==> config.mk <==
export PLATFORM = sky130hd
export DESIGN_NAME = fcrc_monitor
export DESIGN_NICKNAME = d
export VERILOG_FILES = /design/src/rtl/fcrc_pkg.sv /design/src/rtl/fcrc_bit_reverse.sv /design/src/rtl/fcrc_fold.sv /design/src/rtl/fcrc_frame_seq.sv /design/src/rtl/fcrc_monitor.sv
export SDC_FILE = /design/constraint.sdc
export NUM_CORES = 1
export LEC_CHECK = 0
export CAP_MARGIN = 0
export CORE_ASPECT_RATIO = 1.25
export CORE_MARGIN = 2
export CORE_UTILIZATION = 55
export CTS_CLUSTER_DIAMETER = 200
export CTS_CLUSTER_SIZE = 40
export DETAILED_ROUTE_END_ITERATION = 12
export MAX_ROUTING_LAYER = met4
export PLACE_DENSITY = 0.81
export SYNTH_ARGS = -nofsm -noshare
export SYNTH_HDL_FRONTEND = slang
export SYNTH_HIERARCHICAL = 1
export SYNTH_SLANG_ARGS = --single-unit
==> constraint.sdc <==
create_clock -name clk -period 6.2 [get_ports clk]
set_input_delay 1.24 -clock clk [delete_from_list [all_inputs] [get_ports clk]]
set_output_delay 1.24 -clock clk [all_outputs]
set_load 0.005 [all_outputs]
==> src/rtl/fcrc_pkg.sv <==
package fcrc_pkg;
  localparam int unsigned FCRC_W = 32;
  typedef logic [FCRC_W-1:0] crc_word_t;
  localparam crc_word_t FCRC_POLY_REFL = 32'hEDB88320;
  localparam crc_word_t FCRC_SEED      = 32'hFFFFFFFF;

  typedef struct packed {
    crc_word_t value;
    logic      underflow;
  } frame_sig_t;
endpackage

==> src/rtl/fcrc_bit_reverse.sv <==
module fcrc_bit_reverse #(
  parameter int unsigned W = 32
) (
  input  logic [W-1:0] din,
  output logic [W-1:0] dout
);
  for (genvar i = 0; i < W; i++) begin : g_rev
    assign dout[i] = din[W-1-i];
  end
endmodule

==> src/rtl/fcrc_fold.sv <==
// Unrolled reflected CRC update: DATA_W input bits, lowest bit first.
module fcrc_fold #(
  parameter int unsigned CRC_W  = 32,
  parameter int unsigned DATA_W = 32,
  parameter logic [CRC_W-1:0] POLY = 32'hEDB88320
) (
  input  logic [CRC_W-1:0]  crc_in,
  input  logic [DATA_W-1:0] data_in,
  output logic [CRC_W-1:0]  crc_out
);
  logic [CRC_W-1:0] stage [DATA_W+1];

  assign stage[0] = crc_in;

  for (genvar i = 0; i < DATA_W; i++) begin : g_step
    logic fb;
    assign fb           = stage[i][0] ^ data_in[i];
    assign stage[i+1]   = (stage[i] >> 1) ^ ({CRC_W{fb}} & POLY);
  end

  assign crc_out = stage[DATA_W];
endmodule

==> src/rtl/fcrc_frame_seq.sv <==
// Frame sequencing: running CRC register, sticky underflow, status latch.
module fcrc_frame_seq
  import fcrc_pkg::*;
#(
  parameter crc_word_t SEED = FCRC_SEED
) (
  input  logic       clk,
  input  logic       rst_n,
  input  logic       pix_valid,
  input  logic       pix_sof,
  input  logic       pix_eof,
  input  logic       underflow_in,
  input  crc_word_t  folded,
  input  crc_word_t  final_rev,
  output crc_word_t  fold_base,
  output crc_word_t  word_result,
  output crc_word_t  run_crc,
  output frame_sig_t status,
  output logic       done
);
  crc_word_t  crc_q, crc_d;
  logic       uf_q, uf_d;
  logic       uf_frame;
  frame_sig_t stat_q, stat_d;
  logic       stat_en;
  logic       done_q, done_d;

  // next-state
  always_comb begin
    fold_base   = pix_sof ? SEED : crc_q;
    word_result = pix_valid ? folded : fold_base;
    uf_frame    = (pix_sof ? 1'b0 : uf_q) | underflow_in;
    stat_en     = pix_eof;
    stat_d      = '{value: final_rev, underflow: uf_frame};
    done_d      = pix_eof;
    if (pix_eof) begin
      crc_d = SEED;
      uf_d  = 1'b0;
    end else begin
      crc_d = word_result;
      uf_d  = uf_frame;
    end
  end

  // registers
  always_ff @(posedge clk or negedge rst_n) begin
    if (!rst_n) begin
      crc_q  <= SEED;
      uf_q   <= 1'b0;
      done_q <= 1'b0;
    end else begin
      crc_q  <= crc_d;
      uf_q   <= uf_d;
      done_q <= done_d;
    end
  end

  always_ff @(posedge clk or negedge rst_n) begin
    if (!rst_n) begin
      stat_q <= '0;
    end else if (stat_en) begin
      stat_q <= stat_d;
    end
  end

  assign run_crc = crc_q;
  assign status  = stat_q;
  assign done    = done_q;
endmodule

==> src/rtl/fcrc_monitor.sv <==
module fcrc_monitor
  import fcrc_pkg::*;
#(
  parameter int unsigned DATA_W = 32,
  parameter crc_word_t   POLY   = FCRC_POLY_REFL,
  parameter crc_word_t   SEED   = FCRC_SEED
) (
  input  logic              clk,
  input  logic              rst_n,
  input  logic              pix_valid,
  input  logic [DATA_W-1:0] pix_data,
  input  logic              pix_sof,
  input  logic              pix_eof,
  input  logic              underflow_in,
  output logic [FCRC_W-1:0] sig_value,
  output logic              sig_underflow,
  output logic              crc_done
);
  logic [DATA_W-1:0] data_rev;
  crc_word_t         fold_base, folded, word_result, final_rev, run_crc;
  frame_sig_t        status;

  fcrc_bit_reverse #(.W(DATA_W)) u_in_rev (
    .din (pix_data),
    .dout(data_rev)
  );

  fcrc_fold #(.CRC_W(FCRC_W), .DATA_W(DATA_W), .POLY(POLY)) u_fold (
    .crc_in (fold_base),
    .data_in(data_rev),
    .crc_out(folded)
  );

  fcrc_bit_reverse #(.W(FCRC_W)) u_out_rev (
    .din (word_result),
    .dout(final_rev)
  );

  fcrc_frame_seq #(.SEED(SEED)) u_seq (
    .clk         (clk),
    .rst_n       (rst_n),
    .pix_valid   (pix_valid),
    .pix_sof     (pix_sof),
    .pix_eof     (pix_eof),
    .underflow_in(underflow_in),
    .folded      (folded),
    .final_rev   (final_rev),
    .fold_base   (fold_base),
    .word_result (word_result),
    .run_crc     (run_crc),
    .status      (status),
    .done        (crc_done)
  );

  assign sig_value     = status.value;
  assign sig_underflow = status.underflow;
endmodule

==> qor.txt, run 1 <==
======================================================================================================
Antenna Cells ...........................................................................            0
Fraction of synthesized cell area in xor and xnor cells .................................       47.56%
Yosys Warn Count ........................................................................            6
Cell-by-cell trace of the critical path ................................................. clkdlybuf4s50_1 > buf_12 > or2_4 > xnor2_1 > xnor3_2 > xnor3_2 > xnor2_4 > xnor3_2 > xor2_4 > xnor2_2 > xnor3_1 > mux2_2 > mux2_1
Number of iterations in the first detailed-routing pass .................................            4
Combinational family with the most area after synthesis ................................. XOR/XNOR gates
Largest cells by area after synthesis ................................................... sky130_fd_sc_hd__xnor2_1 (20%), sky130_fd_sc_hd__dfrtp_1 (12%), sky130_fd_sc_hd__dfstp_2 (12%)
Fin crit share ..........................................................................       91.10%
Maximum number of pins on one net before global-route repair ............................           68
Cell taking the most area after synthesis ............................................... sky130_fd_sc_hd__xnor2_1
Minimum period implied by the final worst setup slack ...................................     5.648 ns
Number of cells in the finished layout apart from fillers ...............................          785
Synthesis-to-finish area growth .........................................................       15.18%
Basic-gate share of the synthesized area counting and, or, nand and nor cells ...........       4.231%
Detailed Route WL .......................................................................     16.89 mm
TritonCTS clock tree ....................................................................          yes
Crit path capture type ..................................................................    flip-flop
Post-Syn Nets ...........................................................................          590
Vert. Die Dim ...........................................................................     130.2 µm
Count of hold-fix buffers inserted at cts ...............................................            0
Setup-violating endpoint count in the final report ......................................            0
Die area ................................................................................  0.01367 mm²
Run status .............................................................................. finished, final reports clean
RSZ-0062 raised after global routing ....................................................           no
RD Place Congestion .....................................................................        1.011
Synth unique cells ......................................................................           27
Post-synthesis instance area ............................................................ 0.007008 mm²
Endpoint arrival time on the critical path ..............................................      5.87 ns
Share of final-layout standard cells stronger than drive strength 1 .....................       34.85%
Mux contribution to synthesized area ....................................................       10.28%
Number of buffer and inverter stages on the critical path ...............................            2
Total number of clock tree sinks ........................................................           67
Layout Skew .............................................................................  0.008101 ns
Transition time of the tightest slew-check pin ..........................................     1.303 ns
Yosys reg bits ..........................................................................           67
Root Driver ............................................................................. sky130_fd_sc_hd__clkbuf_16
Worst skew pair latency .................................................................      0.34 ns
Syn Area/Cell ...........................................................................    12.70 µm²
GRT Overall Usage .......................................................................       26.82%
Maximum buffer depth of the clock tree ..................................................            2
Layout filler cell count ................................................................         1020
CORE AREA ...............................................................................  0.01255 mm²
Initial antenna violation count .........................................................            0
Share of the synthesized area in the top cell type ......................................       19.62%
Cell count after placement ..............................................................          769
Drt first-iter violations ...............................................................          195
Adder and majority cell fraction of the synthesized area ................................           0%
Maxcap violations .......................................................................            0
Site Rows ...............................................................................           46
Number of failing hold endpoints at the final stage .....................................            0
Vias per Instance .......................................................................        5.162
Final slew viol count ...................................................................            0
Residual antenna-violating net count after detailed routing .............................            0
Total negative slack for setup checks ...................................................         0 ns
Required @ worst endpoint ...............................................................      6.42 ns
Type of the setup path with the least slack .............................................       in2reg
Hold slack final ........................................................................    0.4835 ns
Drt drc .................................................................................            0
Number of nets in the layout ............................................................          650
Slowest stage delay, CP .................................................................      0.50 ns
Sort of element at the start of the critical path .......................................    input pin
Ports ...................................................................................           72
Min-Delay Path Class ....................................................................      reg2reg
Reg2reg setup slack .....................................................................      1.78 ns
Num CTS Buffers .........................................................................            9
Wire length of the first global-routing pass ............................................     26.18 mm
Top cell by count, worst path ........................................................... sky130_fd_sc_hd__xnor3_2
Cell count after synthesis ..............................................................          552
Post-cts repair resize count ............................................................            0
Post-DR wirelength/cell .................................................................     21.52 µm
GR Overflow Total .......................................................................            0
Max frequency ...........................................................................   0.1770 GHz
Number of buffers added on ports ........................................................           71
Number of global-route vias before repair ...............................................         4472
CP max-delay cell ....................................................................... sky130_fd_sc_hd__xnor3_2
Headroom to the max-slew limit ..........................................................       13.15%
Die X-Extent ............................................................................     105.0 µm
Clock transition at the register clock pins on the worst setup and hold paths after CTS .      0.06 ns
Max Fanout on Critical Path .............................................................           33
Half-perimeter wire length of the detailed placement result .............................     13.41 mm
Starting density of the core ............................................................       55.85%
H-tree lvl count ........................................................................            3
DR vias .................................................................................         4052
Sequential area share after synthesis ...................................................       24.50%
Cell class contributing the biggest share of worst-path delay ........................... XOR/XNOR gates
Post-CTS Setup Inserts ..................................................................            0
Area fraction in compound gates after synthesis .........................................       4.160%
======================================================================================================
worst reg2reg max path, delay by kind of cell, from the launching register on:
family / cells / cell delay (ns)
and+or+nand+nor: 1 / 0.24
xor gates and xnor gates: 8 / 3.13
DFF: 1 / 0.36
muxes: 2 / 0.55
state kept, by name, indices dropped and copies added, names as in the netlist:
| register | cells |
|---|---|
| u_seq/status | 33 |
| u_seq/run_crc | 32 |
| u_seq/done | 1 |
| u_seq/uf_q | 1 |
placed cells by master, fill, tap and decap left out, types with 30 or more instances in the layout:
master,instances
sky130_fd_sc_hd__mux2_2,32
sky130_fd_sc_hd__xnor3_1,31
sky130_fd_sc_hd__xnor2_1,157
sky130_fd_sc_hd__buf_4,61
sky130_fd_sc_hd__o22a_1,31
sky130_fd_sc_hd__dfstp_2,32
sky130_fd_sc_hd__dfrtp_1,35
sky130_fd_sc_hd__mux2_1,32
sky130_fd_sc_hd__clkdlybuf4s50_1,69
sky130_fd_sc_hd__xor2_1,30
path summary, 6_finish.rpt:
path	cells past startpoint	endpoint	start
worst max-delay path	13	u_seq/status[12]	pix_sof
worst min-delay path	1	u_seq/status[31]	u_seq/status[31]
worst max register to register	11	u_seq/status[12]	u_seq/run_crc[12]
worst min register to register	1	u_seq/status[31]	u_seq/status[31]
max in group asynchronous	2	u_seq/status[12]	rst_n
min in group asynchronous	2	u_seq/status[30]	rst_n
metal layers:
| layer | vias to the layer above | track usage [%] | part of all wire [%] |
|---|---|---|---|
| met2 | 110 | 45.68 | 53 |
| met4 | 0 | 11.37 | 3.4 |
| li1 | 1879 | - | - |
| met1 | 2032 | 31.66 | 41 |
| met5 | - | - | 0 |
| met3 | 31 | 4.496 | 3.4 |
stage by stage:
stage | area (µm²) | setup slack [ns] | util (%)
floorplan | 7008 | 0.8104 | -
global placement | 7755 | 0.3065 | 61.81
detailed placement | 7755 | 0.2648 | 61.81
CTS | 8071 | 0.5893 | 64.33
global route | 8071 | 0.4644 | 64.33
finish | 8071 | 0.5515 | 64.33
area by class of cell:
type	count	area [µm²]	share of cell area, %
tap	168	210.2	2.604
clock inverter	6	87.58	1.085
multi-input combinational	399	4642	57.51
sequential	67	1717	21.27
inverter	2	7.507	0.09301
clock buffer	10	229.0	2.837
timing repair buffer	133	1179	14.60
cells by family (layout without fill, tap and decap cells):
family                    Yosys count  after routing
buffers and inverters              86            151
DFF                                67             67
xor gates and xnor gates          264            264
AOI/OAI and AO/OA                  34             34
muxes                              64             64
and+or+nand+nor                    37             37
synthesized netlist by cell type, drive strengths merged:
cell and number:
xnor2 179, buf 84, mux2 64, xor2 41
xnor3 40, dfrtp 35, or2 33, dfstp 32
o22a 31, xor3 4, inv 2, nand2b 2
nor2 2, a21oi 1, a2bb2oi 1, a31oi 1
Power of run 1 is left out: the tool's default activity adds up to more than one toggle a clock period on the data nets, which glitch-free logic cannot reach.
==> run 2: changes to the inputs <==
--- a/config.mk
+++ b/config.mk
@@ -6,14 +6,14 @@
 export NUM_CORES = 1
 export LEC_CHECK = 0
 export CAP_MARGIN = 0
-export CORE_ASPECT_RATIO = 1.25
+export CORE_ASPECT_RATIO = 0.75
 export CORE_MARGIN = 2
-export CORE_UTILIZATION = 55
+export CORE_UTILIZATION = 45
 export CTS_CLUSTER_DIAMETER = 200
 export CTS_CLUSTER_SIZE = 40
 export DETAILED_ROUTE_END_ITERATION = 12
 export MAX_ROUTING_LAYER = met4
-export PLACE_DENSITY = 0.81
+export PLACE_DENSITY = 0.73
 export SYNTH_ARGS = -nofsm -noshare
 export SYNTH_HDL_FRONTEND = slang
 export SYNTH_HIERARCHICAL = 1
==> run 2 against run 1 <==
Effect of this change: clock-buffer cell count decreased by 1; cell count is 1.5% higher; design area fell by 1.6%; flip-flop and latch count unchanged; wire length hardly changed; non-clock buffer count fell by 25; hold slack barely moved; setup slack lost 0.0064 ns; register-to-register slack barely moved; critical endpoint is now u_seq/status[18].
==> qor.txt, run 2 (synthesis gave the netlist of run 1 again) <==
======================================================================================================
Transition time of the tightest slew-check pin ..........................................     1.233 ns
Slowest stage delay, CP .................................................................      0.45 ns
Drt drc .................................................................................            0
Maximum buffer depth of the clock tree ..................................................            2
Layout filler cell count ................................................................         1325
Endpoint arrival time on the critical path ..............................................      5.87 ns
Share of final-layout standard cells stronger than drive strength 1 .....................       32.26%
Number of nets in the layout ............................................................          625
Num CTS Buffers .........................................................................            9
Initial antenna violation count .........................................................            0
Drt first-iter violations ...............................................................          246
Ports ...................................................................................           72
Maxcap violations .......................................................................            0
Number of buffers added on ports ........................................................           71
Sort of element at the start of the critical path .......................................    input pin
Layout Skew .............................................................................  0.007575 ns
Site Rows ...............................................................................           39
Run status .............................................................................. finished, final reports clean
Setup-violating endpoint count in the final report ......................................            0
Total cell area at the placement stage .................................................. 0.007614 mm²
Half-perimeter wire length of the detailed placement result .............................     13.38 mm
Crit path capture type ..................................................................    flip-flop
Maximum number of pins on one net before global-route repair ............................           68
Vert. Die Dim ...........................................................................     112.1 µm
Type of the setup path with the least slack .............................................       in2reg
Number of buffer and inverter stages on the critical path ...............................            4
Most common cell after layout, fill and taps aside ...................................... sky130_fd_sc_hd__xnor2_1
Required @ worst endpoint ...............................................................      6.41 ns
Cell class contributing the biggest share of worst-path delay ........................... XOR/XNOR gates
RSZ-0062 raised after global routing ....................................................           no
Min-Delay Path Class ....................................................................      reg2reg
GRT Overall Usage .......................................................................       21.81%
Root Driver ............................................................................. sky130_fd_sc_hd__clkbuf_16
Number of global-route vias before repair ...............................................         4247
H-tree lvl count ........................................................................            3
Vias per Instance .......................................................................        4.971
Antenna Cells ...........................................................................            0
Clock transition at the register clock pins on the worst setup and hold paths after CTS .      0.06 ns
Die area ................................................................................  0.01660 mm²
Headroom to the max-slew limit ..........................................................       17.78%
Largest register FFs ....................................................................           33
Post-CTS Setup Inserts ..................................................................            0
Synthesis-to-finish area growth .........................................................       13.28%
Die X-Extent ............................................................................     148.1 µm
DR vias .................................................................................         3962
Total area of multi-input combinational cells ........................................... 0.004642 mm²
Top cell by count, worst path ........................................................... sky130_fd_sc_hd__xnor3_1
RD Place Congestion .....................................................................       0.9660
Fin crit share ..........................................................................       91.21%
Count of hold-fix buffers inserted at cts ...............................................            0
Starting density of the core ............................................................       46.03%
Max frequency ...........................................................................   0.1768 GHz
Number of iterations in the first detailed-routing pass .................................            5
Residual antenna-violating net count after detailed routing .............................            0
Max Fanout on Critical Path .............................................................           33
Worst skew pair latency .................................................................      0.34 ns
Number of failing hold endpoints at the final stage .....................................            0
Detailed Route WL .......................................................................     16.90 mm
Area used by sequential logic in the layout ............................................. 0.001717 mm²
Cell area after layout .................................................................. 0.007939 mm²
Post-DR wirelength/cell .................................................................     21.21 µm
TritonCTS clock tree ....................................................................          yes
Total negative slack for setup checks ...................................................         0 ns
Minimum period implied by the final worst setup slack ...................................     5.655 ns
Wire length of the first global-routing pass ............................................     25.96 mm
Cell-by-cell trace of the critical path ................................................. clkdlybuf4s50_1 > buf_12 > or2_1 > xnor2_4 > xnor3_1 > buf_4 > xor2_2 > xnor3_1 > xnor2_2 > xor2_1 > buf_4 > xnor3_1 > xnor2_1 > mux2_2 > mux2_1
CP max-delay cell ....................................................................... sky130_fd_sc_hd__clkdlybuf4s50_1
CORE AREA ...............................................................................  0.01522 mm²
GR Overflow Total .......................................................................            0
Final slew viol count ...................................................................            0
Commonest non-fill, non-tap cells in the layout ......................................... sky130_fd_sc_hd__xnor2_1 (157), sky130_fd_sc_hd__clkdlybuf4s50_1 (69), sky130_fd_sc_hd__buf_4 (36)
Total number of clock tree sinks ........................................................           67
Cell count after placement ..............................................................          781
Number of cells in the finished layout apart from fillers ...............................          797
Post-cts repair resize count ............................................................            0
Hold slack final ........................................................................    0.4836 ns
======================================================================================================
==> run 2: layout make-up <==
cell class	count	share of cell area, %
Tap cell	205	3.231
Sequential cell	67	21.62
Clock inverter	7	1.261
Multi-Input combinational cell	399	58.47
Timing Repair Buffer	108	12.48
Inverter	2	0.09456
Clock buffer	9	2.837
==> run 2: worst register-to-register path: stages (launching register included) <==
cell and delay (ns):
sky130_fd_sc_hd__dfstp_2 0.52, sky130_fd_sc_hd__or2_1 0.26, sky130_fd_sc_hd__xnor2_4 0.20, sky130_fd_sc_hd__xnor3_1 0.45
sky130_fd_sc_hd__buf_4 0.21, sky130_fd_sc_hd__xor2_2 0.32, sky130_fd_sc_hd__xnor3_1 0.43, sky130_fd_sc_hd__xnor2_2 0.31
sky130_fd_sc_hd__xor2_1 0.26, sky130_fd_sc_hd__buf_4 0.19, sky130_fd_sc_hd__xnor3_1 0.40, sky130_fd_sc_hd__xnor2_1 0.18
sky130_fd_sc_hd__mux2_2 0.29, sky130_fd_sc_hd__mux2_1 0.29
==> run 2: routing by layer <==
metal	vias up	track usage, %	share of wire (%)
met4	0	3.683	0.92
met1	2007	31.71	48
met5	-	-	0
met2	110	33.33	46
met3	12	2.846	5.0
li1	1833	-	-
==> run 2: stage by stage <==
stage / worst slack [ns] / util [%]
final: 0.5451 / 52.14
after global routing: 0.3615 / 52.14
after CTS: 0.5573 / 52.14
after detailed placement: 0.2162 / 50.01
after global placement: 0.2807 / 50.01
after floorplan: 0.8104 / -
==> run 2: worst paths after layout <==
check	start	end	slack, ns	depth (start not counted)
setup / recovery	pix_sof	u_seq/status[18]	0.55	15
hold / removal	u_seq/status[21]	u_seq/status[21]	0.48	1
setup reg to reg	u_seq/run_crc[0]	u_seq/status[18]	1.77	13
hold reg to reg	u_seq/status[21]	u_seq/status[21]	0.48	1
max in group asynchronous	rst_n	u_seq/status[11]	4.55	2
min in group asynchronous	rst_n	u_seq/status[29]	1.08	2
Power of run 2 is left out for the same reason.
==> run 3: changes to the inputs <==
--- a/config.mk
+++ b/config.mk
@@ -8,12 +8,12 @@
 export CAP_MARGIN = 0
 export CORE_ASPECT_RATIO = 0.75
 export CORE_MARGIN = 2
-export CORE_UTILIZATION = 45
+export CORE_UTILIZATION = 59
 export CTS_CLUSTER_DIAMETER = 200
 export CTS_CLUSTER_SIZE = 40
 export DETAILED_ROUTE_END_ITERATION = 12
 export MAX_ROUTING_LAYER = met4
-export PLACE_DENSITY = 0.73
+export PLACE_DENSITY = 0.89
 export SYNTH_ARGS = -nofsm -noshare
 export SYNTH_HDL_FRONTEND = slang
 export SYNTH_HIERARCHICAL = 1
==> run 3 against run 2 <==
Effect of this change: global-route usage grew 7.1 points; clock-buffer cell count is the same; die area decreased by 23%; setup slack worse by 0.092 ns; utilization up 16 points; clock skew up 0.0015 ns; design area down 0.57%.
==> qor.txt, run 3 (synthesis gave the netlist of run 1 again) <==
======================================================================================================
Routing layer with the top usage in global route ........................................         met2
Ports ...................................................................................           72
Total negative slack for setup checks ...................................................         0 ns
Die area ................................................................................  0.01277 mm²
Cell count after placement ..............................................................          736
Antenna Cells ...........................................................................            0
Final standard cell utilization of the core .............................................       68.22%
Residual antenna-violating net count after detailed routing .............................            0
Number of nets in the layout ............................................................          623
Final slew viol count ...................................................................            0
Number of buffers added on ports ........................................................           71
RSZ-0062 raised after global routing ....................................................           no
Hold path depth .........................................................................            1
Number of failing hold endpoints at the final stage .....................................            0
Vias per Instance .......................................................................        5.344
Transition time of the tightest slew-check pin ..........................................     1.361 ns
Type of the setup path with the least slack .............................................       in2reg
Number of iterations in the first detailed-routing pass .................................            5
Maxcap violations .......................................................................            0
Post-cts repair resize count ............................................................            0
GR Layer Usage met1 .....................................................................       39.29%
Headroom to the max-slew limit ..........................................................       9.257%
Layout Skew .............................................................................  0.009030 ns
Initial antenna violation count .........................................................            1
Detailed Route WL .......................................................................     16.74 mm
Vert. Die Dim ...........................................................................     98.39 µm
Post-CTS Setup Inserts ..................................................................            0
Met2 layer usage reported by global route ...............................................       44.02%
Count of hold-fix buffers inserted at cts ...............................................            0
Max frequency ...........................................................................   0.1740 GHz
Minimum period implied by the final worst setup slack ...................................     5.747 ns
Most common cell after layout, fill and taps aside ...................................... sky130_fd_sc_hd__xnor2_1
TritonCTS clock tree ....................................................................          yes
Number of cells in the finished layout apart from fillers ...............................          752
Max Fanout on Critical Path .............................................................           33
Required @ worst endpoint ...............................................................      6.42 ns
DR vias .................................................................................         4019
Site Rows ...............................................................................           34
Root Driver ............................................................................. sky130_fd_sc_hd__clkbuf_16
Run status .............................................................................. finished, final reports clean
Met3 layer usage reported by global route ...............................................       5.808%
Total number of clock tree sinks ........................................................           67
Starting density of the core ............................................................       60.56%
Endpoint arrival time on the critical path ..............................................      5.97 ns
Largest register FFs ....................................................................           33
Fin crit share ..........................................................................       92.69%
Clock transition at the register clock pins on the worst setup and hold paths after CTS .      0.06 ns
Post-DR wirelength/cell .................................................................     22.25 µm
Drt drc .................................................................................            0
Drt first-iter violations ...............................................................          351
Num CTS Buffers .........................................................................            9
Wire length of the first global-routing pass ............................................     25.81 mm
GR Overflow Total .......................................................................            0
Commonest non-fill, non-tap cells in the layout ......................................... sky130_fd_sc_hd__xnor2_1 (157), sky130_fd_sc_hd__clkdlybuf4s50_1 (69), sky130_fd_sc_hd__dfrtp_1 (35)
Maximum number of pins on one net before global-route repair ............................           68
Number of global-route vias before repair ...............................................         4315
CORE AREA ...............................................................................  0.01157 mm²
Synthesis-to-finish area growth .........................................................       12.64%
Min-Delay Path Class ....................................................................      reg2reg
RD Place Congestion .....................................................................        1.033
H-tree lvl count ........................................................................            3
Number of cells traversed by the worst register-to-register path ........................           12
Share of final-layout standard cells stronger than drive strength 1 .....................       32.03%
GRT Overall Usage .......................................................................       28.88%
Maximum buffer depth of the clock tree ..................................................            2
Half-perimeter wire length of the detailed placement result .............................     12.94 mm
Die X-Extent ............................................................................     129.8 µm
Setup-violating endpoint count in the final report ......................................            0
Worst skew pair latency .................................................................      0.34 ns
Crit path capture type ..................................................................    flip-flop
Layout filler cell count ................................................................          889
Sort of element at the start of the critical path .......................................    input pin
======================================================================================================
run 3: changes by cell type in the layout (fill, tap and decap cells not counted):
| cell | delta |
|---|---|
| sky130_fd_sc_hd__clkinvlp_4 | +1 |
| sky130_fd_sc_hd__clkinv_4 | -1 |
| sky130_fd_sc_hd__buf_4 | -2 |
| sky130_fd_sc_hd__clkinv_2 | -1 |
| sky130_fd_sc_hd__bufinv_16 | +1 |
run 3: critical path, cell delays in order:
cell and delay, ns:
sky130_fd_sc_hd__clkdlybuf4s50_1 0.44, sky130_fd_sc_hd__buf_12 0.19, sky130_fd_sc_hd__or2_4 0.28, sky130_fd_sc_hd__xnor2_1 0.44, sky130_fd_sc_hd__xnor3_2 0.46, sky130_fd_sc_hd__xor3_1 0.53, sky130_fd_sc_hd__xnor2_4 0.29, sky130_fd_sc_hd__xnor3_2 0.48
sky130_fd_sc_hd__xnor2_4 0.33, sky130_fd_sc_hd__xnor2_2 0.21, sky130_fd_sc_hd__xnor3_1 0.48, sky130_fd_sc_hd__mux2_2 0.27, sky130_fd_sc_hd__mux2_1 0.30
run 3: worst paths after layout:
path                            slack, ns        startpoint               end
worst max-delay path                 0.45           pix_sof  u_seq/status[12]
worst min-delay path                 0.48   u_seq/status[9]   u_seq/status[9]
worst max register to register       1.68  u_seq/run_crc[0]  u_seq/status[12]
worst min register to register       0.48   u_seq/status[9]   u_seq/status[9]
max in group asynchronous            4.54             rst_n  u_seq/status[18]
min in group asynchronous            1.06             rst_n  u_seq/status[23]
run 3: per-layer routing:
| layer | vias to the layer above | wire (µm) |
|---|---|---|
| met5 | - | 0 |
| met3 | 21 | 1043 |
| met1 | 2029 | 7590 |
| met4 | 0 | 404 |
| li1 | 1828 | - |
| met2 | 141 | 7697 |
run 3: cell type report:
cell class / count / area [µm²] / share of cell area, %
multi-input combinational: 399 / 4642 / 58.80
tap: 162 / 202.7 / 2.568
inverter: 2 / 7.507 / 0.09510
clock inverter: 7 / 123.9 / 1.569
sequential: 67 / 1717 / 21.75
clock buffer: 9 / 225.2 / 2.853
timing repair buffer: 106 / 975.9 / 12.36
run 3: through the flow:
| stage | setup slack [ns] | hold slack, ns | cell area [µm²] |
|---|---|---|---|
| after floorplan | 0.8104 | 0.4828 | 7008 |
| after global placement | 0.1763 | 0.4687 | 7545 |
| after detailed placement | 0.1566 | 0.4740 | 7545 |
| after CTS | 0.4978 | 0.4863 | 7894 |
| after global routing | 0.3615 | 0.4957 | 7894 |
| final | 0.4530 | 0.4834 | 7894 |
Power of run 3 is left out for the same reason.
